--- config.mk ---
export PLATFORM = sky130hd
export DESIGN_NAME = sup_out_ctrl
export DESIGN_NICKNAME = d
export VERILOG_FILES = /design/src/rtl/sup_out_pkg.sv /design/src/rtl/sup_reg_bank.sv /design/src/rtl/sup_sync2.sv /design/src/rtl/sup_rail2_hyst.sv /design/src/rtl/sup_hold_stretch.sv /design/src/rtl/sup_out_ctrl.sv
export SDC_FILE = /design/constraint.sdc
export NUM_CORES = 1
export LEC_CHECK = 0
export ABC_AREA = 1
export ABC_CLOCK_PERIOD_IN_PS = 2800
export CAP_MARGIN = 20
export CORE_MARGIN = 10
export CORE_UTILIZATION = 50
export CTS_BUF_LIST = sky130_fd_sc_hd__clkbuf_4 sky130_fd_sc_hd__clkbuf_8
export DETAILED_ROUTE_END_ITERATION = 10
export DONT_BUFFER_PORTS = 1
export GPL_ROUTABILITY_DRIVEN = 0
export PLACE_DENSITY = 0.7
export SETUP_SLACK_MARGIN = 0.3
export SYNTH_ARGS = -nofsm -noshare
export SYNTH_HDL_FRONTEND = slang
export SYNTH_SLANG_ARGS = --single-unit
export TNS_END_PERCENT = 10
--- constraint.sdc ---
create_clock -name clk_i -period 2.8 [get_ports clk_i]
set_clock_uncertainty 0.1 [all_clocks]
set_input_delay 0.56 -clock clk_i [delete_from_list [all_inputs] [get_ports clk_i]]
set_output_delay 0.56 -clock clk_i [all_outputs]
set_load 0.01 [all_outputs]
--- src/rtl/sup_out_pkg.sv ---
package sup_out_pkg;
  localparam int unsigned ADDR_W = 8;
  localparam int unsigned DATA_W = 8;

  localparam logic [ADDR_W-1:0] ADDR_FORCE = 8'h16;
  localparam logic [ADDR_W-1:0] ADDR_LOCK  = 8'h18;
  localparam logic [ADDR_W-1:0] ADDR_POL   = 8'h0D;
  localparam logic [ADDR_W-1:0] ADDR_HOLD  = 8'h10;

  localparam int unsigned BIT_FORCE = 2;
  localparam int unsigned BIT_LOCK  = 4;
  localparam int unsigned BIT_POL   = 1;

  typedef struct packed {
    logic       sw_lock;
    logic       sw_force;
    logic [1:0] hold_sel;
    logic       rst_pol;
  } sup_cfg_t;

  localparam sup_cfg_t CFG_RST = '{sw_lock: 1'b1, sw_force: 1'b0,
                                   hold_sel: 2'd0, rst_pol: 1'b0};
endpackage

--- src/rtl/sup_reg_bank.sv ---
module sup_reg_bank
  import sup_out_pkg::*;
(
  input  logic              clk_i,
  input  logic              rst_ni,
  input  logic              we_i,
  input  logic [ADDR_W-1:0] addr_i,
  input  logic [DATA_W-1:0] wdata_i,
  output sup_cfg_t          cfg_o
);
  sup_cfg_t cfg_q;

  always_ff @(posedge clk_i or negedge rst_ni) begin
    if (!rst_ni) begin
      cfg_q <= CFG_RST;
    end else if (we_i) begin
      unique case (addr_i)
        ADDR_FORCE: cfg_q.sw_force <= wdata_i[BIT_FORCE];
        ADDR_LOCK:  cfg_q.sw_lock  <= wdata_i[BIT_LOCK];
        ADDR_POL:   cfg_q.rst_pol  <= wdata_i[BIT_POL];
        ADDR_HOLD:  cfg_q.hold_sel <= wdata_i[1:0];
        default: ;
      endcase
    end
  end

  assign cfg_o = cfg_q;


  pol_write_chk: assert property (@(posedge clk_i) disable iff (!rst_ni)
    (we_i && addr_i == ADDR_POL) |=> (cfg_q.rst_pol == $past(wdata_i[BIT_POL])));


  lock_write_chk: assert property (@(posedge clk_i) disable iff (!rst_ni)
    (we_i && addr_i == ADDR_LOCK) |=> (cfg_q.sw_lock == $past(wdata_i[BIT_LOCK])));


  hold_stable_chk: assert property (@(posedge clk_i) disable iff (!rst_ni)
    !(we_i && addr_i == ADDR_HOLD) |=> $stable(cfg_q.hold_sel));
endmodule

--- src/rtl/sup_sync2.sv ---
module sup_sync2 #(
  parameter logic RST_VAL = 1'b1
) (
  input  logic clk_i,
  input  logic rst_ni,
  input  logic d_i,
  output logic q_o
);
  logic s1_q, s2_q;

  always_ff @(posedge clk_i or negedge rst_ni) begin
    if (!rst_ni) begin
      s1_q <= RST_VAL;
      s2_q <= RST_VAL;
    end else begin
      s1_q <= d_i;
      s2_q <= s1_q;
    end
  end

  assign q_o = s2_q;
endmodule

--- src/rtl/sup_rail2_hyst.sv ---
module sup_rail2_hyst (
  input  logic clk_i,
  input  logic rst_ni,
  input  logic above_on_i,
  input  logic above_off_i,
  output logic ok_o
);
  logic ok_q;

  // Set above the turn-on level, clear below the turn-off level, else keep.
  always_ff @(posedge clk_i or negedge rst_ni) begin
    if (!rst_ni)          ok_q <= 1'b0;
    else if (above_on_i)  ok_q <= 1'b1;
    else if (!above_off_i) ok_q <= 1'b0;
  end

  assign ok_o = ok_q;


  hyst_keep_ok_chk: assert property (@(posedge clk_i) disable iff (!rst_ni)
    (ok_q && above_off_i) |=> ok_q);


  hyst_keep_low_chk: assert property (@(posedge clk_i) disable iff (!rst_ni)
    (!ok_q && !above_on_i) |=> !ok_q);
endmodule

--- src/rtl/sup_hold_stretch.sv ---
module sup_hold_stretch #(
  parameter int unsigned CNT_W   = 9,
  parameter int unsigned RST_CNT = 3
) (
  input  logic             clk_i,
  input  logic             rst_ni,
  input  logic             cause_i,
  input  logic [CNT_W-1:0] hold_len_i,
  output logic             active_o
);
  logic             active_q;
  logic [CNT_W-1:0] cnt_q;

  always_ff @(posedge clk_i or negedge rst_ni) begin
    if (!rst_ni) begin
      active_q <= 1'b1;
      cnt_q    <= CNT_W'(RST_CNT);
    end else if (cause_i) begin
      active_q <= 1'b1;
      cnt_q    <= hold_len_i - 1'b1;
    end else if (active_q) begin
      if (cnt_q == '0) active_q <= 1'b0;
      else             cnt_q    <= cnt_q - 1'b1;
    end
  end

  assign active_o = active_q;


  cause_assert_chk: assert property (@(posedge clk_i) disable iff (!rst_ni)
    cause_i |=> active_q);


  no_spurious_rise_chk: assert property (@(posedge clk_i) disable iff (!rst_ni)
    $rose(active_q) |-> $past(cause_i));


  no_early_release_chk: assert property (@(posedge clk_i) disable iff (!rst_ni)
    $fell(active_q) |-> !$past(cause_i));
endmodule

--- src/rtl/sup_out_ctrl.sv ---
module sup_out_ctrl
  import sup_out_pkg::*;
#(
  parameter int unsigned HOLD_BASE  = 4,
  parameter int unsigned HOLD_SHIFT = 2
) (
  input  logic              clk_i,
  input  logic              rst_ni,
  input  logic              por_i,
  input  logic              rail1_ov_i,
  input  logic              rail1_uv_i,
  input  logic              rail2_lvl_en_i,
  input  logic              rail2_above_on_i,
  input  logic              rail2_above_off_i,
  input  logic              rail3_uv_i,
  input  logic              rail4_uv_i,
  input  logic              wdt_fail_i,
  input  logic              wdt_adv_i,
  input  logic              mr_ni,
  input  logic              reg_we_i,
  input  logic [ADDR_W-1:0] reg_addr_i,
  input  logic [DATA_W-1:0] reg_wdata_i,
  output logic              pwr_off_no,
  output logic              sys_rst_o
);
  localparam int unsigned HOLD_MAX = HOLD_BASE << (3 * HOLD_SHIFT);
  localparam int unsigned CNT_W    = $clog2(HOLD_MAX + 1);
  localparam int unsigned N_STAGE  = 2;
  localparam int unsigned STG_SD   = 0;
  localparam int unsigned STG_RST  = 1;

  sup_cfg_t         cfg;
  logic             mr_sync_n;
  logic             mr_act;
  logic             rail2_ok;
  logic             sw_sd;
  logic [CNT_W-1:0] hold_len;
  logic [N_STAGE-1:0] stage_cause;
  logic [N_STAGE-1:0] stage_act;
  logic             sd_active;
  logic             rst_active;

  sup_reg_bank u_regs (
    .clk_i   (clk_i),
    .rst_ni  (rst_ni),
    .we_i    (reg_we_i),
    .addr_i  (reg_addr_i),
    .wdata_i (reg_wdata_i),
    .cfg_o   (cfg)
  );

  sup_sync2 #(.RST_VAL(1'b1)) u_mr_sync (
    .clk_i  (clk_i),
    .rst_ni (rst_ni),
    .d_i    (mr_ni),
    .q_o    (mr_sync_n)
  );
  assign mr_act = ~mr_sync_n;

  sup_rail2_hyst u_rail2 (
    .clk_i       (clk_i),
    .rst_ni      (rst_ni),
    .above_on_i  (rail2_above_on_i),
    .above_off_i (rail2_above_off_i),
    .ok_o        (rail2_ok)
  );

  assign sw_sd    = cfg.sw_force & ~cfg.sw_lock;
  assign hold_len = CNT_W'(HOLD_BASE) << (HOLD_SHIFT * cfg.hold_sel);

  assign stage_cause[STG_SD]  = por_i | rail1_ov_i | rail1_uv_i
                              | (rail2_lvl_en_i & ~rail2_ok)
                              | (wdt_fail_i & wdt_adv_i) | sw_sd;
  // Shutdown-driven reset is merged after the stages so both release together.
  assign stage_cause[STG_RST] = rail3_uv_i | rail4_uv_i | wdt_fail_i | mr_act;

  for (genvar g = 0; g < N_STAGE; g++) begin : g_stage
    sup_hold_stretch #(
      .CNT_W   (CNT_W),
      .RST_CNT (HOLD_BASE - 1)
    ) u_hold (
      .clk_i      (clk_i),
      .rst_ni     (rst_ni),
      .cause_i    (stage_cause[g]),
      .hold_len_i (hold_len),
      .active_o   (stage_act[g])
    );
  end

  assign sd_active  = stage_act[STG_SD];
  assign rst_active = stage_act[STG_SD] | stage_act[STG_RST];

  assign pwr_off_no = ~sd_active;
  assign sys_rst_o  = cfg.rst_pol ? rst_active : ~rst_active;


  wdt_reset_chk: assert property (@(posedge clk_i) disable iff (!rst_ni)
    wdt_fail_i |=> rst_active);


  sw_force_chk: assert property (@(posedge clk_i) disable iff (!rst_ni)
    (cfg.sw_force && !cfg.sw_lock) |=> !pwr_off_no);


  low_rail_reset_chk: assert property (@(posedge clk_i) disable iff (!rst_ni)
    (rail3_uv_i || rail4_uv_i) |=> rst_active);


  manual_reset_chk: assert property (@(posedge clk_i) disable iff (!rst_ni)
    mr_act |=> rst_active);


  power_up_chk: assert property (@(posedge clk_i) disable iff (!rst_ni)
    por_i |=> (sd_active && rst_active));
endmodule

### After elaboration in Yosys (flattened, before gate mapping)

Index checks and enable logic that the tools add are counted.
W data, S select, Z words.

* $add $sub $neg: 3
* multiply operators: 0
* divide/modulo/power cells: 0
* magnitude comparators: 0
* equal/unequal tests: 7
* shift operators: 1
* mux-type cells: 15
* bitwise operators: 17
* reductions and logical operators: 10

Operators by type and width (number)
* $mux W9: 6
* $sub A9 B1 Y9 const B: 3
* $eq A8 B5 Y1 const B: 3
* $logic_not A9 Y1: 2
* $reduce_and A2 Y1: 6
* $mux W1: 9
* $or A1 B1 Y1: 9
* $shl A3 B3 Y9 const A: 1
* $eq A8 B4 Y1 const B: 1
* $not A1 Y1: 5
* $ne A2 B1 Y1 const B: 2
* $reduce_bool A2 Y1: 2
* $and A1 B1 Y1: 3
* $ne A2 B2 Y1 const B: 1

* register bits after elaboration: 28
* latch bits: 0
* RAM bits: 0
* memory bits (read-only): 0
* bits of input ports: 30
* output and inout port bits: 2
* word-level logic and storage cells: 64
* memories: 0

### Longest topological paths before layout

* depth in word-level cells: 7
* gate-level depth with buffers: 10
* depth with buffers taken out: 9

### Modules after synthesis

Synthesis repeated with hierarchy kept, for this count alone.

* cell total of the unflattened synthesis: 359
* area total of the unflattened synthesis: 2218.4 um^2

Modules (own cells, without submodules)
* sup_hold_stretch: times used 2, cells an instance 137, area an instance 845.8 um^2
* sup_reg_bank: times used 1, cells an instance 53, area an instance 334.1 um^2
* sup_out_ctrl: times used 1, cells an instance 26, area an instance 103.8 um^2
* sup_sync2: times used 1, cells an instance 2, area an instance 52.6 um^2
* sup_rail2_hyst: times used 1, cells an instance 4, area an instance 36.3 um^2

### Worst setup path before layout

OpenSTA, ideal clock, no wires.

* kind: input -> register
* from: in rail1_ov_i
* to: reg g_stage[0].u_hold.cnt_q[7]
* setup time: 0.117 ns
* arrival: 1.334 ns
* path slack: 1.250 ns
* stages on the path: 8
* cell sequence: nor2_1 -> nand3b_1 -> nor2_2 -> inv_1 -> nand2_1 -> nand2_1 -> nand2_1 -> nand2_1

* word-level cells in the longest chain between the ends: 7
* elaborated cells on any way between the ends: 9
* classes of those cells: eq/ne: 1; mux: 1; bitwise: 5; reduce/logical: 2

Ends and longest elaborated chain
* start: declaration: RTL line sup_out_ctrl.sv:10 `input logic rail1_ov_i,`
* $or A1 B1 Y1 * (2 in a row): RTL line sup_out_ctrl.sv:71 `assign stage_cause[STG_SD] = por_i | rail1_ov_i | rail1_uv_i`
* $or A1 B1 Y1 *: RTL line sup_out_ctrl.sv:72 `| (rail2_lvl_en_i & ~rail2_ok)`
* $or A1 B1 Y1 * (2 in a row): RTL line sup_out_ctrl.sv:73 `| (wdt_fail_i & wdt_adv_i) | sw_sd;`
* $ne A2 B1 Y1 (no source line) / $reduce_bool A2 Y1 (equally long branches)
* $reduce_and A2 Y1 (no source line)
* end signal: assignment: RTL line sup_hold_stretch.sv:17 `cnt_q <= CNT_W'(RST_CNT);`
* end signal: assignment: RTL line sup_hold_stretch.sv:20 `cnt_q <= hold_len_i - 1'b1;`
* end signal: assignment: RTL line sup_hold_stretch.sv:23 `else cnt_q <= cnt_q - 1'b1;`
* end: declaration: RTL line sup_hold_stretch.sv:12 `logic [CNT_W-1:0] cnt_q;`

Every way passes the cells marked *; elsewhere a longest branch is shown, timed or not.
A chain may end at the register's enable or synchronous reset.

### Worst setup path after layout

* from: reg g_stage[0].u_hold.active_q
* to: out sys_rst_o

* word-level cells in the longest chain between the ends: 3

Ends and longest elaborated chain
* start: declaration: RTL line sup_hold_stretch.sv:11 `logic active_q;`
* start signal: assignment: RTL line sup_hold_stretch.sv:16 `active_q <= 1'b1;`
* start signal: assignment: RTL line sup_hold_stretch.sv:19 `active_q <= 1'b1;`
* start signal: assignment: RTL line sup_hold_stretch.sv:22 `if (cnt_q == '0) active_q <= 1'b0;`
* $or A1 B1 Y1 *: RTL line sup_out_ctrl.sv:91 `assign rst_active = stage_act[STG_SD] | stage_act[STG_RST];`
* $not A1 Y1: RTL line sup_out_ctrl.sv:94 `assign sys_rst_o = cfg.rst_pol ? rst_active : ~rst_active;`
* $mux W1 *: RTL line sup_out_ctrl.sv:94
* end: declaration: RTL line sup_out_ctrl.sv:24 `output logic sys_rst_o`

Marks and branches as above.

==> summary.md <==
| Metric | Value |
|---|---|
| Slew at the pin with the worst max-slew slack | between 300 and 400 ps |
| Final ANT Viol Nets | 0 |
| Layout area overhead | 5.815% |
| Total inserted antenna cells | 0 |
| Pwr/cell area | a little over 400 nW/um^2 |
| Per-cell routed wire length | 12.05 um |
| Clk slew on worst S/H paths | roughly 150 ps |
| Starting Density | 0.5182 |
| Total of max-cap violations | 0 |
| Slowest-stage cell, CP | dfstp_2 |
| Total grt overflow | 0 |
| Core ar. | 3363 um^2 |
| Final hold violation count | 0 |
| Status | finished, final reports clean |
| Total clock sinks | 28 |
| CTS resizes | 0 |
| Cell variety after synth | 26 |
| Leak pwr | roughly 0.99 nW |
| Post-Synthesis Cells | about 240 |
| Setup ws final | approximately 850 ps |
| Fin. max-slew vios | 0 |
| Fin crit period | 1954 ps |
| Clock power frac | 0.269 |
| Comb power frac | 0.145 |
| Post-Place Setup Slack | a little under 1000 ps |
| Arrival @ worst endpoint | approximately 1300 ps |
| CTS Buf Count | 3 |
| Mapped cell area | 1743 um^2 |
| Std cell rows | 21 |
| Peak VDD IR | about 0.00022 V |
| GRT Total Usage | 0.1202 |
| Flop pwr share | 0.587 |
| Worst hold path class | in2reg |
| Share of cells above drive strength 1 | 0.1382 |
| Initial antenna violation count | 0 |
| Internal | 0.5469 mW |
| Die X | 79.04 um |
| Nets | 280 |
| CTS Root Cell | clkbuf_4 |
| Syn Nets | ~280 |
| Seq. cell area | 711.9 um^2 |
| Sw Share | 0.2824 |
| Global-route wire length before repair | roughly 6300 um |
| Htree depth | 1 |
| Final setup fails | 0 |
| Number of global-route vias before repair | ~1500 |
| CTS tree | done |
| DRT iter0 DRCs | between 90 and 100 |
| Multi-input logic area | between 800 and 900 um^2 |
| Crit path cell chain | nor2_1, xor2_1 |
| DRC | 0 |
| PortBufs | 0 |
| Worst skew pair latency | around 330 ps |
| Crit share post-route | 0.6980 |
| Max Fanout on Critical Path | 4 |
| Final instance area | 1844 um^2 |
| Final WL | between 3000 and 4000 um |
| WP data required | ~2100 ps |
| Die Ht | 79.04 um |
| RSZ-0062 raised after global routing | false |
| Largest net degree at the start of global routing | 29 |
| Post-DP HPWL | 2631 um |
| Ys Warns | 0 |
| Setup CP Type | reg2out |
| Slew HR | 0.7377 |
| Fmax achieved | around 510 MHz |
| Startpoint types | flip-flop |
| Register bit count reported by yosys | 28 |
| P_sw | 0.2152 mW |
| Total negative setup slack | 0 ps |
| Num ports | 32 |
| Clk buf depth | 2 |
| Commonest non-fill, non-tap cell in the layout | nand2_1 |
| Crit-path max cell delay | a little over 600 ps |
| DR pass1 iterations | 4 |
| Full die area | between 6000 and 7000 um^2 |
| Filler instances | approximately 330 |
| Avg Synthesized Cell Area | 7.202 um^2 |
| Dpl cell area | 1778 um^2 |
| Total number of vias | 1472 |
| Seq/Total Area, Yosys | 0.4085 |
| DR vias/cell | slightly above 5 |
| Commonest non-fill, non-tap cells in the layout | 73 x nand2_1, 36 x inv_1, 28 x nand3_1 |
| Crit path capture type | output pin |
[per-stage QoR]
stage                     utilization  hold WS, ps  total power [mW]  instances
after floorplan                     -        164.4            0.5336        242
after global placement         0.5286        165.2            0.5500        286
after detailed placement       0.5286        165.3            0.5522        286
after CTS                      0.5484        93.02            0.7679        292
after global routing           0.5484        74.47            0.8052        292
final                          0.5484        98.67            0.7620        292
[state kept, by name (all words and copies together) (netlist names)]
name,count
u_rail2.ok_o,1
u_regs.cfg_o,5
u_mr_sync.q_o,1
g_stage.u_hold.cnt_q,18
u_mr_sync.s1_q,1
g_stage.u_hold.active_o,2
[path summary, 6_finish.rpt]
kind                                            startpoint                    endpoint  slack, ps  cells past startpoint
max in group asynchronous                           rst_ni  g_stage[0].u_hold.cnt_q[0]       1800                      2
worst min register to register              u_mr_sync.s1_q               u_mr_sync.q_o        270                      0
worst max-delay path            g_stage[0].u_hold.active_o                   sys_rst_o        850                      2
worst max register to register  g_stage[0].u_hold.cnt_q[0]  g_stage[0].u_hold.cnt_q[7]       1110                      9
worst min-delay path                                 mr_ni              u_mr_sync.s1_q        100                      0
min in group asynchronous                           rst_ni             u_regs.cfg_o[2]        570                      2
[final cells by class]
cell class,instances,share of cell area
timing repair buffer,3,0.02035
tap,46,0.03121
sequential,28,0.3860
inverter,36,0.07327
clock buffer,4,0.01967
multi-input combinational,175,0.4695
[layer usage]
metal	track usage	share of wire
met1	0.1613	0.49
met2	0.1860	0.43
met3	0.03153	0.069
met4	0.03226	0.011
met5	0	0
[cell usage after synthesis]
cell type / count / area, um^2
nand2_1: 73 / 274.0
nor2_2: 3 / 18.77
nor2_1: 26 / 97.59
nor3b_1: 2 / 15.01
o211ai_1: 2 / 15.01
a21o_1: 1 / 7.510
a211oi_1: 2 / 15.01
o21ai_2: 5 / 43.79
nand3_1: 28 / 140.1
buf_4: 1 / 7.510
xor2_1: 1 / 8.760
nand2_2: 5 / 31.28
a21oi_1: 1 / 5.000
or2_2: 1 / 6.260
ha_1: 3 / 37.54
nand3_2: 1 / 10.01
nand2_4: 4 / 45.04
dfrtp_1: 19 / 475.5
xnor2_1: 1 / 8.760
buf_6: 2 / 22.52
nor3_1: 2 / 10.01
nand4_1: 3 / 18.77
o21ai_0: 10 / 50.05
inv_1: 36 / 135.1
nand3b_1: 1 / 7.510
dfstp_2: 9 / 236.5
[repair_timing]
action / 4_1_cts / 5_1_grt
hold buffers: 2 / 0
buffers inserted: 0 / 0
hold endpoints to repair: 28 / 0
[cell families after synthesis]
kind of cell	synth area share
compound gates	0.07824
xor+xnor	0.01005
fa+ha+maj	0.02154
buf+inv	0.09476
flops	0.4085
simple gates	0.3869
[power by group through the flow]
stage          Clock (mW)  Sequential (mW)  Combinational, mW
2_1_floorplan           0            0.449             0.0846
3_3_place_gp            0            0.454             0.0957
5_1_grt             0.224            0.451              0.131
4_1_cts             0.210            0.447              0.111
6_report            0.205            0.447              0.110
3_5_place_dp            0            0.454             0.0981
[critical path: cells and delay by family (launching register included)]
kind                      cells  cell delay, ps
xor gates and xnor gates      1             260
and+or+nand+nor               1              70
DFF                           1             620
Note: power is estimated with default switching activity, not from simulation.
